## src/rtl/tea_pkg.sv

```systemverilog
package tea_pkg;

  localparam int TEA_W = 32;

  typedef logic [TEA_W-1:0] tea_word_t;

  typedef enum logic [1:0] {
    ST_IDLE = 2'd0,
    ST_RUN  = 2'd1,
    ST_DONE = 2'd2
  } tea_state_e;

endpackage

```

## src/rtl/tea_round.sv

```systemverilog
module tea_round
  import tea_pkg::*;
#(
  parameter tea_word_t DELTA = 32'h9E3779B9,
  parameter int        SHL   = 4,
  parameter int        SHR   = 5
) (
  input  tea_word_t y_i,
  input  tea_word_t z_i,
  input  tea_word_t sum_i,
  input  tea_word_t k0,
  input  tea_word_t k1,
  input  tea_word_t k2,
  input  tea_word_t k3,
  output tea_word_t y_o,
  output tea_word_t z_o,
  output tea_word_t sum_o
);

  tea_word_t sum_n;
  tea_word_t mix_y;
  tea_word_t y_n;
  tea_word_t mix_z;

  // sum advances first, then y from z, then z from the new y
  always_comb begin
    sum_n = sum_i + DELTA;
    mix_y = ((z_i << SHL) + k0) ^ (z_i + sum_n) ^ ((z_i >> SHR) + k1);
    y_n   = y_i + mix_y;
    mix_z = ((y_n << SHL) + k2) ^ (y_n + sum_n) ^ ((y_n >> SHR) + k3);
  end

  assign y_o   = y_n;
  assign z_o   = z_i + mix_z;
  assign sum_o = sum_n;

endmodule

```

## src/rtl/tea_ctrl.sv

```systemverilog
module tea_ctrl
  import tea_pkg::*;
#(
  parameter int ROUNDS = 32
) (
  input  logic clk,
  input  logic rst,
  input  logic in_valid,
  input  logic out_ready,
  output logic load,
  output logic step,
  output logic in_ready,
  output logic out_valid
);

  localparam int               CNT_W = (ROUNDS > 1) ? $clog2(ROUNDS) : 1;
  localparam logic [CNT_W-1:0] LAST  = CNT_W'(ROUNDS - 1);

  tea_state_e       st;
  logic [CNT_W-1:0] cnt;

  assign load      = (st == ST_IDLE) && in_valid;
  assign step      = (st == ST_RUN);
  assign in_ready  = (st == ST_IDLE);
  assign out_valid = (st == ST_DONE);

  always_ff @(posedge clk) begin
    if (rst) begin
      st  <= ST_IDLE;
      cnt <= '0;
    end else begin
      case (st)
        ST_IDLE: begin
          cnt <= '0;
          if (in_valid) st <= ST_RUN;
        end
        ST_RUN: begin
          cnt <= cnt + 1'b1;
          if (cnt == LAST) st <= ST_DONE;
        end
        ST_DONE: begin
          if (out_ready) st <= ST_IDLE;
        end
        default: st <= ST_IDLE;
      endcase
    end
  end

endmodule

```

## src/rtl/tea_datapath.sv

```systemverilog
module tea_datapath
  import tea_pkg::*;
#(
  parameter tea_word_t DELTA = 32'h9E3779B9,
  parameter int        SHL   = 4,
  parameter int        SHR   = 5,
  parameter int        NKEY  = 4
) (
  input  logic      clk,
  input  logic      rst,
  input  logic      load,
  input  logic      step,
  input  tea_word_t in_y,
  input  tea_word_t in_z,
  input  tea_word_t key_in [NKEY],
  output tea_word_t y_q,
  output tea_word_t z_q
);

  tea_word_t sum_q;
  tea_word_t key_q [NKEY];
  tea_word_t y_d;
  tea_word_t z_d;
  tea_word_t sum_d;

  tea_round #(
    .DELTA (DELTA),
    .SHL   (SHL),
    .SHR   (SHR)
  ) u_round (
    .y_i   (y_q),
    .z_i   (z_q),
    .sum_i (sum_q),
    .k0    (key_q[0]),
    .k1    (key_q[1]),
    .k2    (key_q[2]),
    .k3    (key_q[3]),
    .y_o   (y_d),
    .z_o   (z_d),
    .sum_o (sum_d)
  );

  always_ff @(posedge clk) begin
    if (rst) begin
      y_q   <= '0;
      z_q   <= '0;
      sum_q <= '0;
    end else if (load) begin
      y_q   <= in_y;
      z_q   <= in_z;
      sum_q <= '0;
    end else if (step) begin
      y_q   <= y_d;
      z_q   <= z_d;
      sum_q <= sum_d;
    end
  end

  for (genvar g = 0; g < NKEY; g++) begin : g_key
    always_ff @(posedge clk) begin
      if (rst)       key_q[g] <= '0;
      else if (load) key_q[g] <= key_in[g];
    end
  end

endmodule

```

## src/rtl/tea_encryptor.sv

```systemverilog
module tea_encryptor
  import tea_pkg::*;
#(
  parameter int        ROUNDS = 32,
  parameter tea_word_t DELTA  = 32'h9E3779B9,
  parameter int        SHL    = 4,
  parameter int        SHR    = 5
) (
  input  logic        clk,
  input  logic        rst,
  input  logic        in_valid,
  output logic        in_ready,
  input  logic [31:0] in_word0,
  input  logic [31:0] in_word1,
  input  logic [31:0] key0,
  input  logic [31:0] key1,
  input  logic [31:0] key2,
  input  logic [31:0] key3,
  output logic        out_valid,
  input  logic        out_ready,
  output logic [31:0] out_word0,
  output logic [31:0] out_word1
);

  localparam int NKEY = 4;

  logic      load;
  logic      step;
  tea_word_t key_bus [NKEY];

  assign key_bus[0] = key0;
  assign key_bus[1] = key1;
  assign key_bus[2] = key2;
  assign key_bus[3] = key3;

  tea_ctrl #(
    .ROUNDS (ROUNDS)
  ) u_ctrl (
    .clk       (clk),
    .rst       (rst),
    .in_valid  (in_valid),
    .out_ready (out_ready),
    .load      (load),
    .step      (step),
    .in_ready  (in_ready),
    .out_valid (out_valid)
  );

  tea_datapath #(
    .DELTA (DELTA),
    .SHL   (SHL),
    .SHR   (SHR),
    .NKEY  (NKEY)
  ) u_dp (
    .clk    (clk),
    .rst    (rst),
    .load   (load),
    .step   (step),
    .in_y   (in_word0),
    .in_z   (in_word1),
    .key_in (key_bus),
    .y_q    (out_word0),
    .z_q    (out_word1)
  );

endmodule

```

## config.mk

```make
export PLATFORM = sky130hd
export DESIGN_NAME = tea_encryptor
export DESIGN_NICKNAME = d
export VERILOG_FILES = /design/src/rtl/tea_pkg.sv /design/src/rtl/tea_round.sv /design/src/rtl/tea_ctrl.sv /design/src/rtl/tea_datapath.sv /design/src/rtl/tea_encryptor.sv
export SDC_FILE = /design/constraint.sdc
export NUM_CORES = 1
export LEC_CHECK = 0
export BUFFER_PORTS_ARGS = -buffer_cell sky130_fd_sc_hd__buf_4
export CORE_MARGIN = 3
export CORE_UTILIZATION = 25
export DETAILED_ROUTE_END_ITERATION = 10
export PLACE_DENSITY = 0.52
export SKIP_LAST_GASP = 1
export SYNTH_ARGS = -nofsm -noshare
export SYNTH_HDL_FRONTEND = slang
export SYNTH_SLANG_ARGS = --single-unit
```

## constraint.sdc

```tcl
create_clock -name clk -period 12.5 [get_ports clk]
set_clock_uncertainty 0.05 [all_clocks]
set_input_delay 0 -clock clk [delete_from_list [all_inputs] [get_ports clk]]
set_output_delay 0 -clock clk [all_outputs]
set_load 0.03 [all_outputs]
```

Word-level counts from Yosys, hierarchy flattened
Memories as Yosys holds them, arrays and structs flattened.
Index checks and enable logic that the tools add are counted.

operators by class
  $add $sub $neg = 10
  reduce and logical (&&, ||, !) cells = 6
  equal/unequal tests = 6
  muxes and demuxes = 18
  bitwise gates (word level) = 8

operator list
  operator                number
  $mux 32                 8
  $add 32x32->32          6
  $xor 32x32->32          4
  $add 27x32->32          2
  $add 32x32->32 const B  1
  $pmux 5 s2              1
  $mux 2                  3
  $pmux 2 s3              1
  $add 5x1->5 const B     1
  $eq 5x5->1 const B      1
  $mux 1                  5
  $ne 2x1->1 const B      2
  $or 1x1->1              4
  $reduce_bool 2->1       2
  $reduce_and 3->1        1
  $eq 2x1->1 const B      1
  $eq 2x2->1 const B      1
  $logic_not 2->1         1
  $ne 2x2->1 const B      1
  $reduce_or 2->1         1
  $logic_and 1x1->1       1

storage, ports and cells
  register bits = 103
  output and inout bits = 66
  memories kept = 1
  word-level logic and storage cells = 54
  bits in writable memories = 128
  input bits = 196

memories
  memory      words  bits a word  rd ports  clocked after memory_dff  wr ports  line                source
  u_dp.key_q  4      32           4         0                         4         tea_datapath.sv:21  tea_word_t key_q [NKEY];

Logic depth before layout (Yosys ltp)
  word-level depth = 11
  gate-level depth with buffers = 46
  depth with buffers taken out = 46

Hierarchy
From an unflattened synthesis, not the netlist that was laid out.

second synthesis, totals
  cells, all modules = 2,328
  area, all modules = 21,446.8 um2

by module, submodules not included
  module        times used  seq. area each (um2)  cells each  area an instance (um2)
  tea_round     1           0.0                   1,633       12,301.8
  tea_datapath  1           5,765.5               660         8,784.7
  tea_ctrl      1           140.1                 35          360.3

Worst setup path after synthesis
No wires, ideal clock.

  kind = register to register
  from = register u_dp.sum_q[0]
  to = register u_dp.z_q[31]
  arrival = 8.849 ns
  stages on the path, launching flop included = 45
  slack = 3.508 ns
  library setup time = 0.093 ns
  required time = 12.357 ns
  buffers on the path = 0
  clock period less this slack = 8.992 ns
  cells stage by stage = dfxtp_1 -> ha_1 -> a2111oi_2 -> nor2_1 -> nor2_1 -> xor2_1 -> ha_1 -> a21o_1 -> a21o_1 -> a221o_1 -> a21o_1 -> a21oi_1 -> xnor2_1 -> xnor2_1 -> xnor2_1 -> ha_1 -> o21a_1 -> nor2_1 -> (+9 left out) -> a21o_1 -> a21o_1 -> a21o_1 -> a21oi_1 -> xnor2_1 -> ha_1 -> a21oi_1 -> nor2b_1 -> o21a_1 -> nand2_1 -> nand2_1 -> o311ai_1 -> a211oi_1 -> o31a_1 -> o32a_1 -> nor3_1 -> o211ai_1 -> o311ai_2

between the ends
  longest elaborated chain between the ends = 11
  elaborated cells between the ends (all ways) = 13
  classes of those cells = add/sub: 7; mux: 2; bitwise: 4

ends and longest elaborated chain
  what                          line                source
  start: declaration            tea_datapath.sv:20  tea_word_t sum_q;
  start signal: assignment      tea_datapath.sv:55  sum_q <= sum_d;
  $add 32x32->32 (*)            tea_round.sv:27     sum_n = sum_i + DELTA;
  net u_dp.sum_d[8]             tea_datapath.sv:24  tea_word_t sum_d;
  $add 32x32->32                tea_round.sv:28     mix_y = ((z_i << SHL) + k0) ^ (z_i + sum_n) ^ ((z_i >> SHR) + k1);
  $xor 32x32->32 (2 in series)  tea_round.sv:28
  $add 32x32->32                tea_round.sv:29     y_n = y_i + mix_y;
  $add 32x32->32                tea_round.sv:30     mix_z = ((y_n << SHL) + k2) ^ (y_n + sum_n) ^ ((y_n >> SHR) + k3);
  $xor 32x32->32                tea_round.sv:30
  $xor 32x32->32 (*)            tea_round.sv:30
  $add 32x32->32 (*)            tea_round.sv:34     assign z_o = z_i + mix_z;
  $mux 32 (*)                   tea_datapath.sv:52  end else if (step) begin
  $mux 32 (*)                   tea_datapath.sv:48  end else if (load) begin
  end signal: assignment        tea_datapath.sv:50  z_q <= in_z;
  end signal: assignment        tea_datapath.sv:54  z_q <= z_d;
  end: declaration              tea_datapath.sv:17  output tea_word_t z_q

Mark *: on every way through the listed nets, which the timed path passes. The rest lies on a longest branch. The select of a mux whose other input is x is not followed.
A chain may end at the register's enable or synchronous reset.

Worst setup path in the final report
  from = register u_dp.sum_q[0]
  to = register u_dp.z_q[25]

The elaborated chain is that of the path after synthesis.

==> results_dict.tcl <==
set metrics [dict create \
    grtUsageTotal_pct 17.0 \
    clkTransAtPathRegs_ns 0.07 \
    cpMostUsedCell "a21o_1" \
    crit_start "u_dp.sum_q[0]" \
    hold_class "in2reg" \
    initial_utilization_pct 25.5 \
    cts_buffer_depth 3 \
    finalSetupViolCount 0 \
    drt_iter0_drc 1157 \
    hold_start "in_valid" \
    die_w_um 299 \
    status "complete, no violations" \
    cts_buffers 27 \
    synth_fp_nets 2879 \
    cts_tree "done" \
    syn_area_per_cell_um2 8.86 \
    crit_path_top_delay_cell "a2111oi_2" \
    io_pins 262 \
    path_max_fanout 6 \
    ys_warn_count 0 \
    r2r_cells 44 \
    crit_buf_inv 1 \
    fp-row-count 106 \
    rr_startpoint "u_dp.sum_q[0]" \
    clk_latency_ns 0.58 \
    grt_pass1_wl_um 118000 \
    io_buffers 261 \
    crit_path_end_kind "flop" \
    crit_type "reg2reg" \
    hold_ws_ns 0.0620 \
    final_antenna_net_count 0 \
    clock_sinks 231 \
    worstMarginPinSlew_ns 1.20 \
    die_area_mm2 0.0895 \
    gp_congestion 0.904 \
    avgRoutedWirePerCell_um 19.5 \
    critical-path-top-delay-family "compound AO/OA/AOI/OAI gates" \
    vias 19600 \
    core_area_mm2 0.0844 \
    drv_cap 0 \
    fin_setup_tns_ns 0 \
    post-cts-setup-buffer-count 0 \
    reg2reg_to "u_dp.z_q[25]" \
    period_minus_slack_ns 11.17 \
    critPathLaunchType "flop" \
    synth_seq_area_share_pct 27.5 \
    r2r_setup_slack_ns 1.33 \
    final_cell_mix "xnor2_1 (302), buf_4 (279), ha_1 (250), a21oi_1 (232), dlygate4sd3_1 (219)" \
    syn_to_final_growth_pct 29.8 \
    max_slew_margin_pct 19.8 \
    fmax_mhz 89.5 \
    drv_slew 0 \
    max_stage_delay_ns 0.58 \
    drc 0 \
    arrival_ns 11.63 \
    hpwl_um 62700 \
    mostFrequentLayoutCell "xnor2_1" \
    fin_nets 3343 \
    worstHoldEndpoint "u_ctrl.st[0]" \
    required_ns 12.96 \
    grt_max_degree 84 \
    first_pass_iters 5 \
    synth-seq-cells 231 \
    min_period_over_period_pct 89.4 \
    netlist_instances 2425 \
    grt_setup_unrepaired "false" \
    whs_path_depth 5 \
    cts_root_buffer "clkbuf_16" \
    antenna_found_initial 1 \
    drive_gt1_share_pct 12.6 \
    overflow 0 \
    synthFlopType "edfxtp_1" \
    syn_area_mm2 0.0215 \
    grt_pass1_vias 19700 \
    async_reset_ff_share_pct 0 \
    final-hold-violation-count 0 \
    totalWireLength_um 79100 \
    yosys.cell_types.count 81 \
    synth-edff-count 128 \
    viasPerCell 4.85 \
    htree_num_levels 1 \
    die_y_um 299 \
]
==> how the worst max path moves through the flow <==
stage                    to  depth (start not counted)
5_1_grt        u_dp.z_q[25]                         44
4_1_cts        u_dp.z_q[25]                         44
3_5_place_dp   u_dp.z_q[31]                         44
3_3_place_gp   u_dp.z_q[31]                         44
2_1_floorplan  u_dp.z_q[31]                         44
6_report       u_dp.z_q[25]                         44
==> stage by stage <==
step / instances / setup slack [ns] / area [µm²] / utilization, %
after CTS: 4044 / 1.43 / 27900 / 33.1
after global routing: 4045 / 0.735 / 27900 / 33.1
after floorplan: 2425 / 3.51 / 21500 / -
after global placement: 3775 / 1.59 / 24800 / 29.4
after detailed placement: 3775 / 1.62 / 24800 / 29.4
final: 4045 / 1.33 / 27900 / 33.1
==> worst reg2reg max path: cells and delay by family (launching register included) <==
family                     cells  cell delay, ns
buffers and inverters          1            0.57
and+or+nand+nor               11            1.27
DFF                            1            0.36
xor gates and xnor gates       7            1.65
AOI/OAI and AO/OA             20            5.42
adders and majority gates      5            1.78
==> per-layer routing <==
layer  vias to the layer above  wire (µm)  global-route usage, %
li1                       9796          -                      -
met1                      9306      38500                   23.9
met2                       415      35700                   28.0
met3                        85       3020                   1.60
met4                         0       1830                   4.22
met5                         -          0                      0
==> state kept, by name, summed over array words and instances, names as in the netlist <==
register / cells
u_dp.z_q: 32
u_dp.sum_q: 32
u_dp.key_q: 128
u_ctrl.st: 2
u_dp.y_q: 32
u_ctrl.cnt: 5
==> final cells by class <==
cell class	instances	area, µm²
diodes	1	2.50
clock buffers	31	712
clock inverters	19	194
fillers	8818	56400
inverters	55	208
multi-input cells	2076	15200
flip-flops and latches	231	5910
well taps	1134	1420
repair buffers	498	4290
==> logic make-up (layout without fill, tap and decap cells) <==
family	Yosys count	count (layout)	synth area share, %
mux	2	2	0.0990
xor+xnor	392	392	16.2
other cells	0	1	0
compound gates	739	739	22.8
simple gates	685	685	16.1
fa+ha+maj	258	258	15.3
flops	231	231	27.5
buf+inv	118	603	2.07
==> synth_stat cells, types with 8 or more instances <==
master	number	area share (%)
o21a_1	32	1.1
and3_1	22	0.64
o21ai_1	16	0.37
and4_1	8	0.33
a22oi_1	51	1.8
nor2b_1	28	0.82
ha_1	250	15
edfxtp_1	128	18
nand4_1	15	0.44
a31o_2	12	0.49
o21bai_1	22	0.77
dfxtp_1	103	9.6
o211ai_1	14	0.49
xor2_1	86	3.5
and2_1	138	4.0
o31ai_1	11	0.38
a211o_1	10	0.41
nand3_1	41	0.95
inv_1	54	0.94
o21ai_0	94	2.2
a31oi_1	13	0.38
a21oi_1	232	5.4
a211oi_1	21	0.73
nand2_1	162	2.8
xnor2_1	302	12
or3_1	23	0.67
a21o_1	122	4.3
nor2_1	154	2.7
fa_1	8	0.75
nand2b_1	33	0.96
nor3_1	32	0.75
a311oi_1	15	0.61
clkbuf_1	60	1.0
==> timing repair <==
| item | 4_1_cts | 5_1_grt |
|---|---|---|
| setup endpoints to repair | 0 | 0 |
| hold endpoints to repair | 199 | 0 |
| resized for setup | 0 | 0 |
| hold buffers | 219 | 0 |
Power is not shown: default switching activity piles up to over one toggle a cycle in this logic, so the estimate is an artifact.
